==> src/rtl/ieg_pkg.sv <==
// Package: shared register selectors and sizes for the interrupt event generator.
// Assumes two lines, line 0 = IRQ and line 1 = FIQ; the release/set code of a line is 1 << index.
package ieg_pkg;
    localparam int NUM_LINES = 2;
    localparam int REG_SPAN  = 16;   // bytes covered by the four word registers

    typedef enum logic [1:0] {
        REG_SET       = 2'd0,
        REG_SCHED_IRQ = 2'd1,
        REG_SCHED_FIQ = 2'd2,
        REG_CLEAR     = 2'd3
    } reg_sel_e;
endpackage

==> src/rtl/ieg_decode.sv <==
// Address decoder: flags a hit on one of the four word registers at BASE, else a decode error.
// Assumes BASE is aligned to the register span; only word-aligned offsets 0x0..0xC hit.
module ieg_decode
    import ieg_pkg::*;
#(
    parameter int          ADDR_W = 24,
    parameter logic [ADDR_W-1:0] BASE = 24'h200000
) (
    input  logic              valid,
    input  logic [ADDR_W-1:0] addr,
    output logic              hit,
    output reg_sel_e          sel,
    output logic              err
);
    localparam int OFS_W = $clog2(REG_SPAN);

    // Purpose: compare the upper address to the window and check word alignment.
    always_comb begin
        hit = valid && (addr[ADDR_W-1:OFS_W] == BASE[ADDR_W-1:OFS_W]) && (addr[1:0] == 2'b00);
        err = valid && !hit;
        sel = reg_sel_e'(addr[OFS_W-1:2]);
    end
endmodule

==> src/rtl/ieg_countdown.sv <==
// Per-line down-counter: a load arms it with a count; it pulses fire once the count reaches zero.
// Assumes a load has priority over expiry, so a reload in the expiry cycle replaces the deadline.
module ieg_countdown #(
    parameter int CNT_W = 16
) (
    input  logic             clk,
    input  logic             rst_n,
    input  logic             load,
    input  logic [CNT_W-1:0] load_val,
    output logic             fire,
    output logic             pending
);
    logic [CNT_W-1:0] cnt;
    logic             pend;

    // Purpose: load, decrement and retire the countdown.
    always_ff @(posedge clk) begin
        if (!rst_n) begin
            cnt  <= '0;
            pend <= 1'b0;
        end else if (load) begin
            cnt  <= load_val;
            pend <= 1'b1;
        end else if (pend) begin
            if (cnt == '0) pend <= 1'b0;
            else           cnt  <= cnt - 1'b1;
        end
    end

    // Purpose: expiry strobe for the line register.
    assign fire    = pend && (cnt == '0) && !load;
    assign pending = pend;

    a_r3_step: assert property (@(posedge clk) disable iff (!rst_n)
        (pend && cnt != '0 && !load) |=> (pend && cnt == $past(cnt) - 1'b1));
    a_r3_expire: assert property (@(posedge clk) disable iff (!rst_n)
        (pend && cnt == '0 && !load) |=> !pend);
    a_r8_reload: assert property (@(posedge clk) disable iff (!rst_n)
        load |=> (pend && cnt == $past(load_val)));
endmodule

==> src/rtl/ieg_line.sv <==
// Line register: holds one active-low interrupt output; any set wins over a release in the same cycle.
// Assumes set_now, fire and clr come from the same clock domain.
module ieg_line (
    input  logic clk,
    input  logic rst_n,
    input  logic set_now,
    input  logic fire,
    input  logic clr,
    output logic line_n
);
    // Purpose: drive the line low on a set, high on a release, else hold.
    always_ff @(posedge clk) begin
        if (!rst_n)                line_n <= 1'b1;
        else if (set_now || fire)  line_n <= 1'b0;
        else if (clr)              line_n <= 1'b1;
    end

    a_r6_hold_low: assert property (@(posedge clk) disable iff (!rst_n)
        (!line_n && !clr) |=> !line_n);
    a_r5_release: assert property (@(posedge clk) disable iff (!rst_n)
        (clr && !set_now && !fire) |=> line_n);
    a_r2_set_low: assert property (@(posedge clk) disable iff (!rst_n)
        (set_now || fire) |=> !line_n);
endmodule

==> src/rtl/intr_event_gen.sv <==
// Interrupt event generator top: decodes the register bus, keeps one countdown and one
// line register per interrupt, and returns a status word on every decoded access.
// Assumes single-cycle accesses with combinational response and a span-aligned BASE.
module intr_event_gen
    import ieg_pkg::*;
#(
    parameter int          ADDR_W = 24,
    parameter int          DATA_W = 32,
    parameter int          CNT_W  = 16,
    parameter logic [ADDR_W-1:0] BASE = 24'h200000
) (
    input  logic              clk,
    input  logic              rst_n,
    input  logic              bus_valid,
    input  logic              bus_write,
    input  logic [ADDR_W-1:0] bus_addr,
    input  logic [DATA_W-1:0] bus_wdata,
    output logic [DATA_W-1:0] bus_rdata,
    output logic              bus_err,
    output logic              irq_n,
    output logic              fiq_n
);
    localparam int STAT_W = 2 * NUM_LINES;

    logic                 hit;
    reg_sel_e             sel;
    logic                 wr_hit;
    logic [NUM_LINES-1:0] set_now, clr, load, fire, pending, line_n;

    ieg_decode #(.ADDR_W(ADDR_W), .BASE(BASE)) u_dec (
        .valid (bus_valid),
        .addr  (bus_addr),
        .hit   (hit),
        .sel   (sel),
        .err   (bus_err)
    );

    assign wr_hit = hit && bus_write;

    for (genvar i = 0; i < NUM_LINES; i++) begin : g_line
        localparam reg_sel_e SCHED_SEL = (i == 0) ? REG_SCHED_IRQ : REG_SCHED_FIQ;
        localparam logic [DATA_W-1:0] CODE = DATA_W'(1) << i;

        // Purpose: per-line strobes from the decoded write.
        always_comb begin
            set_now[i] = wr_hit && (sel == REG_SET)   && (bus_wdata == CODE);
            clr[i]     = wr_hit && (sel == REG_CLEAR) && (bus_wdata == CODE);
            load[i]    = wr_hit && (sel == SCHED_SEL);
        end

        ieg_countdown #(.CNT_W(CNT_W)) u_cd (
            .clk      (clk),
            .rst_n    (rst_n),
            .load     (load[i]),
            .load_val (bus_wdata[CNT_W-1:0]),
            .fire     (fire[i]),
            .pending  (pending[i])
        );

        ieg_line u_line (
            .clk     (clk),
            .rst_n   (rst_n),
            .set_now (set_now[i]),
            .fire    (fire[i]),
            .clr     (clr[i]),
            .line_n  (line_n[i])
        );
    end

    // Purpose: status word on decoded accesses, zero on decode error or idle.
    always_comb begin
        bus_rdata = '0;
        if (hit) bus_rdata[STAT_W-1:0] = {pending, ~line_n};
    end

    assign irq_n = line_n[0];
    assign fiq_n = line_n[1];

    a_r11_reset_idle: assert property (@(posedge clk)
        !rst_n |=> (irq_n && fiq_n && pending == '0));
    a_r10_err_no_effect: assert property (@(posedge clk) disable iff (!rst_n)
        (bus_err && bus_write && fire == '0) |=> ($stable(line_n) && $stable(pending)));
endmodule

==> config.mk <==
export PLATFORM = sky130hd
export DESIGN_NAME = intr_event_gen
export DESIGN_NICKNAME = d
export VERILOG_FILES = /design/src/rtl/ieg_pkg.sv /design/src/rtl/ieg_decode.sv /design/src/rtl/ieg_countdown.sv /design/src/rtl/ieg_line.sv /design/src/rtl/intr_event_gen.sv
export SDC_FILE = /design/constraint.sdc
export NUM_CORES = 1
export LEC_CHECK = 0
export ABC_CLOCK_PERIOD_IN_PS = 3000
export CAP_MARGIN = 20
export CORE_MARGIN = 2
export CORE_UTILIZATION = 43
export DETAILED_ROUTE_END_ITERATION = 16
export PLACE_DENSITY = 0.78
export SETUP_SLACK_MARGIN = 0.02
export SYNTH_ARGS = -nofsm -noshare
export SYNTH_HDL_FRONTEND = slang
export SYNTH_SLANG_ARGS = --single-unit
==> constraint.sdc <==
create_clock -name clk -period 3 [get_ports clk]
set_clock_uncertainty 0.2 [all_clocks]
set_input_delay 0.6 -clock clk [delete_from_list [all_inputs] [get_ports clk]]
set_output_delay 0.6 -clock clk [all_outputs]
set_load 0.02 [all_outputs]
Yosys cells after proc, flatten, opt, wreduce, memory -nomap -nowiden
Index checks and enable logic that the tools add are counted.

Input port bits: 60. Word-level logic and storage cells: 65. Output and inout bits: 35. Register bits: 36.

Muxes and demuxes: 17. Bitwise operators: 1. Eq/ne operators: 8. Reductions and logical operators: 31. Add/subtract/negate cells: 2.

Operators with widths (count): $mux W16 (6); $eq A32 B1 Y1 const B (1); $eq A32 B2 Y1 const B (1); $logic_not A16 Y1 (2); $sub A16 B1 Y16 const B (2); $eq A20 B18 Y1 const B (1); $logic_and A1 B1 Y1 (16); $mux W1 (10); $reduce_bool A2 Y1 (4); $eq A2 B2 Y1 const B (2); $logic_not A2 Y1 (2); $mux W4 (1); $ne A2 B1 Y1 const B (2); $reduce_and A2 Y1 (2); $logic_not A1 Y1 (3); $eq A2 B1 Y1 const B (1); $logic_or A1 B1 Y1 (2); $not A2 Y2 (1).

Logic depth before layout (Yosys ltp)
Gate-level depths: netlist of the first run.

Depth in word-level cells: 9. Gate-level depth with buffers: 8. Depth with buffers taken out: 8.

Hierarchy
From an unflattened synthesis of the first run, not the netlist that was laid out.

Cell total of the unflattened synthesis: 338. Area total of the unflattened synthesis: 2697.6 um^2.

By module, submodules not included: ieg_countdown (area an instance 1072.3 um^2, times used 2, cells an instance 132, seq. area each 340.3 um^2); intr_event_gen (area an instance 389.1 um^2, times used 1, cells an instance 56, seq. area each 0.0 um^2); ieg_decode (area an instance 91.3 um^2, times used 1, cells an instance 12, seq. area each 0.0 um^2); ieg_line (area an instance 36.3 um^2, times used 2, cells an instance 3, seq. area each 20.0 um^2).

Least setup slack after synthesis of the first run
No wires, ideal clock.

Kind: input port to flip-flop. Start point: input bus_addr[15]. End point: register g_line[0].u_cd.cnt[1]. Path buffers: 2. Setup time: 0.136 ns. Data arrival time: 2.077 ns. Cell stages on the path: 7. Path slack: 0.587 ns. Required time: 2.664 ns. Path through: nor4b_1 > nand4_1 > or4_1 > clkbuf_1 > clkbuf_1 > nand4_1 > o221ai_1.

Cells in the longest elaborated chain, start to end: 7. Elaborated cells between the ends (all ways): 9. Classes of those cells: eq/ne (2); mux (1); reduce/logical (6).

RTL lines: from (decl) (line intr_event_gen.sv:16) `input logic [ADDR_W-1:0] bus_addr,`; $eq A20 B18 Y1 * (line ieg_decode.sv:19) `hit = valid && (addr[ADDR_W-1:OFS_W] == BASE[ADDR_W-1:OFS_W]) && (addr[1:0] == 2'b00);`; $logic_and A1 B1 Y1 * (2 in series) (line ieg_decode.sv:19); $logic_and A1 B1 Y1 * (line intr_event_gen.sv:38) `assign wr_hit = hit && bus_write;`; $logic_and A1 B1 Y1 * (line intr_event_gen.sv:48) `load[i] = wr_hit && (sel == SCHED_SEL);`; $ne A2 B1 Y1 (no line) / $reduce_bool A2 Y1 (equally long branches); $reduce_and A2 Y1 (no line); to (signal assigned) (line ieg_countdown.sv:22) `cnt <= load_val;`; to (signal assigned) (line ieg_countdown.sv:26) `else cnt <= cnt - 1'b1;`; to (decl) (line ieg_countdown.sv:13) `logic [CNT_W-1:0] cnt;`.

Mark *: on every way between the ends. The rest lies on a longest branch, timed or not. A chain may end at the register's enable or synchronous reset.

Worst setup path in the final report of the first run
Start point: input bus_addr[9]. End point: output bus_rdata[1].

Cells in the longest elaborated chain, start to end: 4.

RTL lines: $eq A20 B18 Y1 (line ieg_decode.sv:19); $logic_and A1 B1 Y1 (2 in series) (line ieg_decode.sv:19); $mux W4 (line intr_event_gen.sv:73) `if (hit) bus_rdata[STAT_W-1:0] = {pending, ~line_n};`; to (decl) (line intr_event_gen.sv:18) `output logic [DATA_W-1:0] bus_rdata,`.

No other way between the ends.

==> metrics, run 1 <==
status=finished, final reports clean; initial antenna violation count=0; synthesized area per cell=7.90 um^2; Worst Tran Pin Value=515 ps; n_diodes=0; Area growth, synth to finish=31.7%; placed cells=426; CTS clock-pin slew for the worst setup and hold paths=70 ps; unrepaired setup endpoints after global routing=yes; port bufs=66; CP arrival=2130 ps; register bit total from synthesis=36; fin nets=427; Leakage=1.21 nW; Cell Rows=26; FFs w/ async S/R, synth=0%; Synth cell types=41; latest clock arrival within the worst-skew pair=280 ps; Max-Cap Viols=0; share of layout cells above drive strength 1=7.16%; setup repair bufs after CTS=0; Crit Path Max Fanout=4; Post-route DRC=0; dpl cell area=2990 um^2; Slew HR=65.5%; final wirelength=5760 um; Vias per Instance=5.17; Global Route Usage Sum=19.4%; fin crit share=97.8%; Place WS=-275 ps; VDD IR max=0.219 mV; Detailed Place HPWL=4420 um; GPL Wtd Cong=0.810; Hold Path Class=reg2reg; Pwr per Cell Area=308 nW/um^2; per-cell routed wire length=13.3 um; Design Power=947 uW; CTS Root Buffer Type=clkbuf_8; pin count of the biggest net entering global routing=36; Setup crit end kind=output pin; # H-tree levels=2; Die X=77.6 um; Die H=77.6 um; Tmin final=2930 ps; cell area after layout=3070 um^2; vias=2,238; WS Path Type=in2out; die area=6030 um^2; Fin. Hold Viols=0; # hold bufs at CTS=0; clock sink count=36; Register-to-Register Setup Slack=630 ps; post-synthesis sequential area ratio=30.9%; CTS Buf Count=5; maximum clock path buffer count=2; CP Launch Type=input pin; Post-Syn Instances=295; Ys Warns=0; Overflow after GRT=0; Max Fclk=0.341 GHz; number of global-route vias before repair=2,074; Post-Synthesis Cell Area=2330 um^2; final std cells w/o fill=433; Final Slew Violations=0; CTS tree=yes; Ports=95; # setup viols final=0; core outline area=5170 um^2; starting density of the core=45.1%; Final Util=59.4%; antenna viol nets, final=0; min setup slack post-route=66.2 ps; Initial DRC Count=80; EDFF count, synth=0; total iterations of the first detailed-routing run=4; CP required=2200 ps; first-pass GRT wire length=9430 um; Synth Flop Type=dfxtp_1
==> final timing paths <==
path | start | end | cells after the start
worst min-delay path | g_line[0].u_cd.cnt[1] | g_line[0].u_cd.cnt[1] | 2
worst max register to register | g_line[1].u_cd.cnt[2] | g_line[1].u_cd.cnt[15] | 6
worst min register to register | g_line[0].u_cd.cnt[1] | g_line[0].u_cd.cnt[1] | 2
worst max-delay path | bus_addr[9] | bus_rdata[1] | 6
==> per-layer routing <==
metal  wire length [um]  track usage, %
met4                 72            5.89
met1               2550            24.2
met2               2920            33.7
met3                222            3.84
met5                  0               0
==> logic make-up (layout without fill, tap and decap cells) <==
logic type | after synthesis | count (layout) | synth area share (%)
AND/OR/NAND/NOR | 113 | 113 | 28.1
buffers and inverters | 43 | 84 | 11.4
XOR/XNOR | 21 | 21 | 7.89
flip-flops | 36 | 36 | 30.9
adder cells (fa/ha/maj) | 4 | 4 | 2.15
multiplexers | 1 | 1 | 0.429
AO/OA/AOI/OAI | 76 | 76 | 18.9
other | 1 | 28 | 0.161
==> timing repair <==
action	4_1_cts	5_1_grt
resized for setup	6	10
pin swaps	0	2
endpoints found under the setup margin	5	5
==> synth_stat cells (all sizes together), types with 5 or more instances <==
cell / n / area share (%)
nor2b: 5 / 1.3
buf: 28 / 9.0
nand2: 19 / 3.1
dfxtp: 36 / 31
nor2: 16 / 2.6
or4: 5 / 1.9
xnor2: 15 / 5.6
clkbuf: 11 / 1.8
nand2b: 5 / 1.7
or3: 8 / 2.1
a21oi: 28 / 6.0
xor2: 6 / 2.3
nor4: 16 / 4.3
o21ai: 32 / 7.0
nand4: 6 / 1.6
o211a: 5 / 2.1
nor3: 14 / 3.6
==> state kept, by name, indices dropped and copies added, names as in the netlist <==
name,count
g_line.u_cd.cnt,32
g_line.u_cd.pending,2
g_line.u_line.line_n,2
==> worst max-delay path, cell delays in order <==
cell	delay (ps)
clkdlybuf4s50_1	420
nor4_2	320
nand2_1	140
buf_4	160
nor3_1	170
clkdlybuf4s15_1	330
==> cells in the final DEF (no fill, tap or decap), types with 5 or more instances in the layout <==
cell type	instances
or3_1	8
xor2_1	6
xnor2_1	15
nand2_1	19
conb_1	28
nor4_1	15
o211a_1	5
buf_4	6
clkdlybuf4s50_1	61
nor2b_1	5
nor3_1	11
dfxtp_1	36
nand4_1	6
clkbuf_8	5
nor2_1	15
a21oi_1	28
o21ai_0	30
==> layout make-up <==
class / count / area, um^2
inverter: 4 / 15.0
multi-input combinational: 243 / 1460
tap: 70 / 87.6
timing repair buffer: 73 / 709
sequential: 36 / 721
clock inverter: 1 / 5.00
clock buffer: 6 / 72.6
fill: 487 / 2100
==> power breakdown <==
group	leakage (nW)	internal [mW]	switching, mW
Combinational	0.878	0.0776	0.0697
Clock	0.0410	0.158	0.164
Sequential	0.290	0.478	0.0000000167
==> through the flow <==
step | setup TNS [ps] | hold slack [ps]
2_1_floorplan | 0 | 266
3_3_place_gp | -1060 | 291
3_5_place_dp | -1100 | 302
4_1_cts | 0 | 314
5_1_grt | -37.7 | 364
6_report | 0 | 315
Power figures use the tool's default switching activity.
==> run 2: changes to the inputs <==
Settings changed: CTS_CLUSTER_SIZE set to 30, RECOVER_POWER set to 50.
==> run 2 against run 1 <==
Against the previous run: critical path depth did not move; routed wire length barely moved; final cell count did not move; critical path type unchanged; critical endpoint unchanged; largest cell class unchanged.
==> metrics, run 2 (synthesis gave the netlist of run 1 again) <==
Clock Power Share=33.8%; Crit Path Max Fanout=4; Fin. Hold Viols=0; share of layout cells above drive strength 1=6.89%; latest clock arrival within the worst-skew pair=280 ps; cell area after layout=3060 um^2; Post-route DRC=0; met2 wire length=2920 um; Vias per Instance=5.16; WS Path Type=in2out; core outline area=5170 um^2; n_diodes=0; final std cells w/o fill=433; max reg flops=32; R2R cell count=6; per-cell routed wire length=13.3 um; initial antenna violation count=0; Register-to-Register Setup Slack=620 ps; Hold Path Class=reg2reg; CP required=2200 ps; r2r startpoint=g_line[1].u_cd.cnt[2]; Final Util=59.2%; maximum clock path buffer count=2; status=finished, final reports clean; NetSw=232 uW; CTS clock-pin slew for the worst setup and hold paths=70 ps; most common cell after layout, fill and taps aside=clkdlybuf4s50_1; Die X=77.6 um; # H-tree levels=2; worst setup path endpoint=bus_rdata[1]; CP arrival=2130 ps; Setup crit end kind=output pin; CTS Buf Count=5; number of global-route vias before repair=2,074; Leakage=1.20 nW; sequential share of power=50.6%; pin count of the biggest net entering global routing=36; Max-Cap Viols=0; crit path cell chain=clkdlybuf4s50_1 -> nor4_2 -> nand2_1 -> buf_4 -> nor3_1 -> clkdlybuf4s15_1; unrepaired setup endpoints after global routing=yes; die area=6030 um^2; Initial DRC Count=101; vias=2,235; Die H=77.6 um; GPL Wtd Cong=0.810; Slew HR=65.2%; cell internal pwr=713 uW; Pwr per Cell Area=308 nW/um^2; first-pass GRT wire length=9430 um; final wirelength=5760 um; Combinational Power Share=15.6%; clock sink count=36; Max Fclk=0.341 GHz; setup repair bufs after CTS=0; placed cells=426; CP Launch Type=input pin; CP max stage cell=clkdlybuf4s50_1; fin crit share=97.8%; sw frac=24.5%; WL met1=2550 um; Cell Rows=26; Area growth, synth to finish=31.5%; # setup viols final=0; port bufs=66; Final Slew Violations=0; Overflow after GRT=0; Reg-to-Reg End=g_line[1].u_cd.cnt[15]; starting density of the core=45.1%; Global Route Usage Sum=19.4%; VDD IR max=0.219 mV; Tmin final=2930 ps; dpl cell area=2990 um^2; top layer in use=met4; Worst Tran Pin Value=521 ps; most frequent cells in the layout=60 x clkdlybuf4s50_1, 36 x dfxtp_1, 30 x o21ai_0, 28 x a21oi_1, 28 x conb_1; Detailed Place HPWL=4420 um; CTS Root Buffer Type=clkbuf_8; Ports=95; delay of the slowest cell on the worst path=420 ps; Worst setup startpoint=bus_addr[9]; total iterations of the first detailed-routing run=4; wire length on met3=231 um; CTS tree=yes; antenna viol nets, final=0; Biggest register=g_line.u_cd.cnt; fin nets=427; worst hold start=g_line[0].u_cd.cnt[1]
run 2: changes by cell type in the layout (fill, tap and decap cells not counted):
| cell | delta |
|---|---|
| buf_4 | -2 |
| clkbuf_1 | +1 |
| clkbuf_2 | +1 |
| clkdlybuf4s50_1 | -1 |
| dlygate4sd3_1 | +1 |
run 2: critical path: cells and delay by family:
family | cells | cell delay [ps]
buf+inv | 3 | 910
simple gates | 3 | 630
run 2: what timing repair did:
action | CTS | global route
pin swaps | 0 | 2
endpoints found under the setup margin | 5 | 5
resized for setup | 6 | 10
hold buffers | 0 | 0
cloned | 0 | 0
run 2: per-stage QoR:
stage	hold WS (ps)	setup TNS [ps]	total power [mW]	worst slack, ps
floorplan	266	0	0.568	587
global placement	291	-1060	0.632	-263
detailed placement	302	-1100	0.633	-275
CTS	314	0	0.951	46.8
global route	364	-29.5	0.982	-29.5
finish	316	0	0.945	66.2
run 2: power groups by stage:
| stage | Combinational [mW] | Sequential, mW | Clock (mW) |
|---|---|---|---|
| 2_1_floorplan | 0.0792 | 0.489 | 0 |
| 3_3_place_gp | 0.143 | 0.489 | 0 |
| 3_5_place_dp | 0.144 | 0.489 | 0 |
| 4_1_cts | 0.144 | 0.478 | 0.329 |
| 5_1_grt | 0.157 | 0.477 | 0.347 |
| 6_report | 0.147 | 0.478 | 0.320 |
run 2: worst min path at each step:
stage | endpoint | slack [ps] | cells past startpoint
2_1_floorplan | g_line[0].u_cd.cnt[1] | 270 | 2
3_3_place_gp | g_line[0].u_cd.cnt[1] | 290 | 2
3_5_place_dp | g_line[0].u_cd.cnt[1] | 300 | 2
4_1_cts | g_line[0].u_cd.cnt[1] | 310 | 2
5_1_grt | g_line[0].u_cd.cnt[1] | 360 | 2
6_report | g_line[0].u_cd.cnt[1] | 320 | 2
run 2: layer usage:
metal / vias to the layer above / GRT usage (%)
met5: - / 0
met4: 0 / 5.89
met3: 8 / 3.84
met2: 48 / 33.7
met1: 1024 / 24.2
li1: 1155 / -
run 2: cell type report:
cell class	count	area (um^2)
multi-input combinational	243	1460
inverter	4	15.0
fill	488	2110
clock buffer	6	72.6
tap	70	87.6
sequential	36	721
clock inverter	1	5.00
timing repair buffer	73	703
==> run 3: changes to the inputs <==
Settings changed: CAP_MARGIN 20 to 25.
==> results of run 3 <==
Final layout, timing and power as in run 2 (identical DEF).
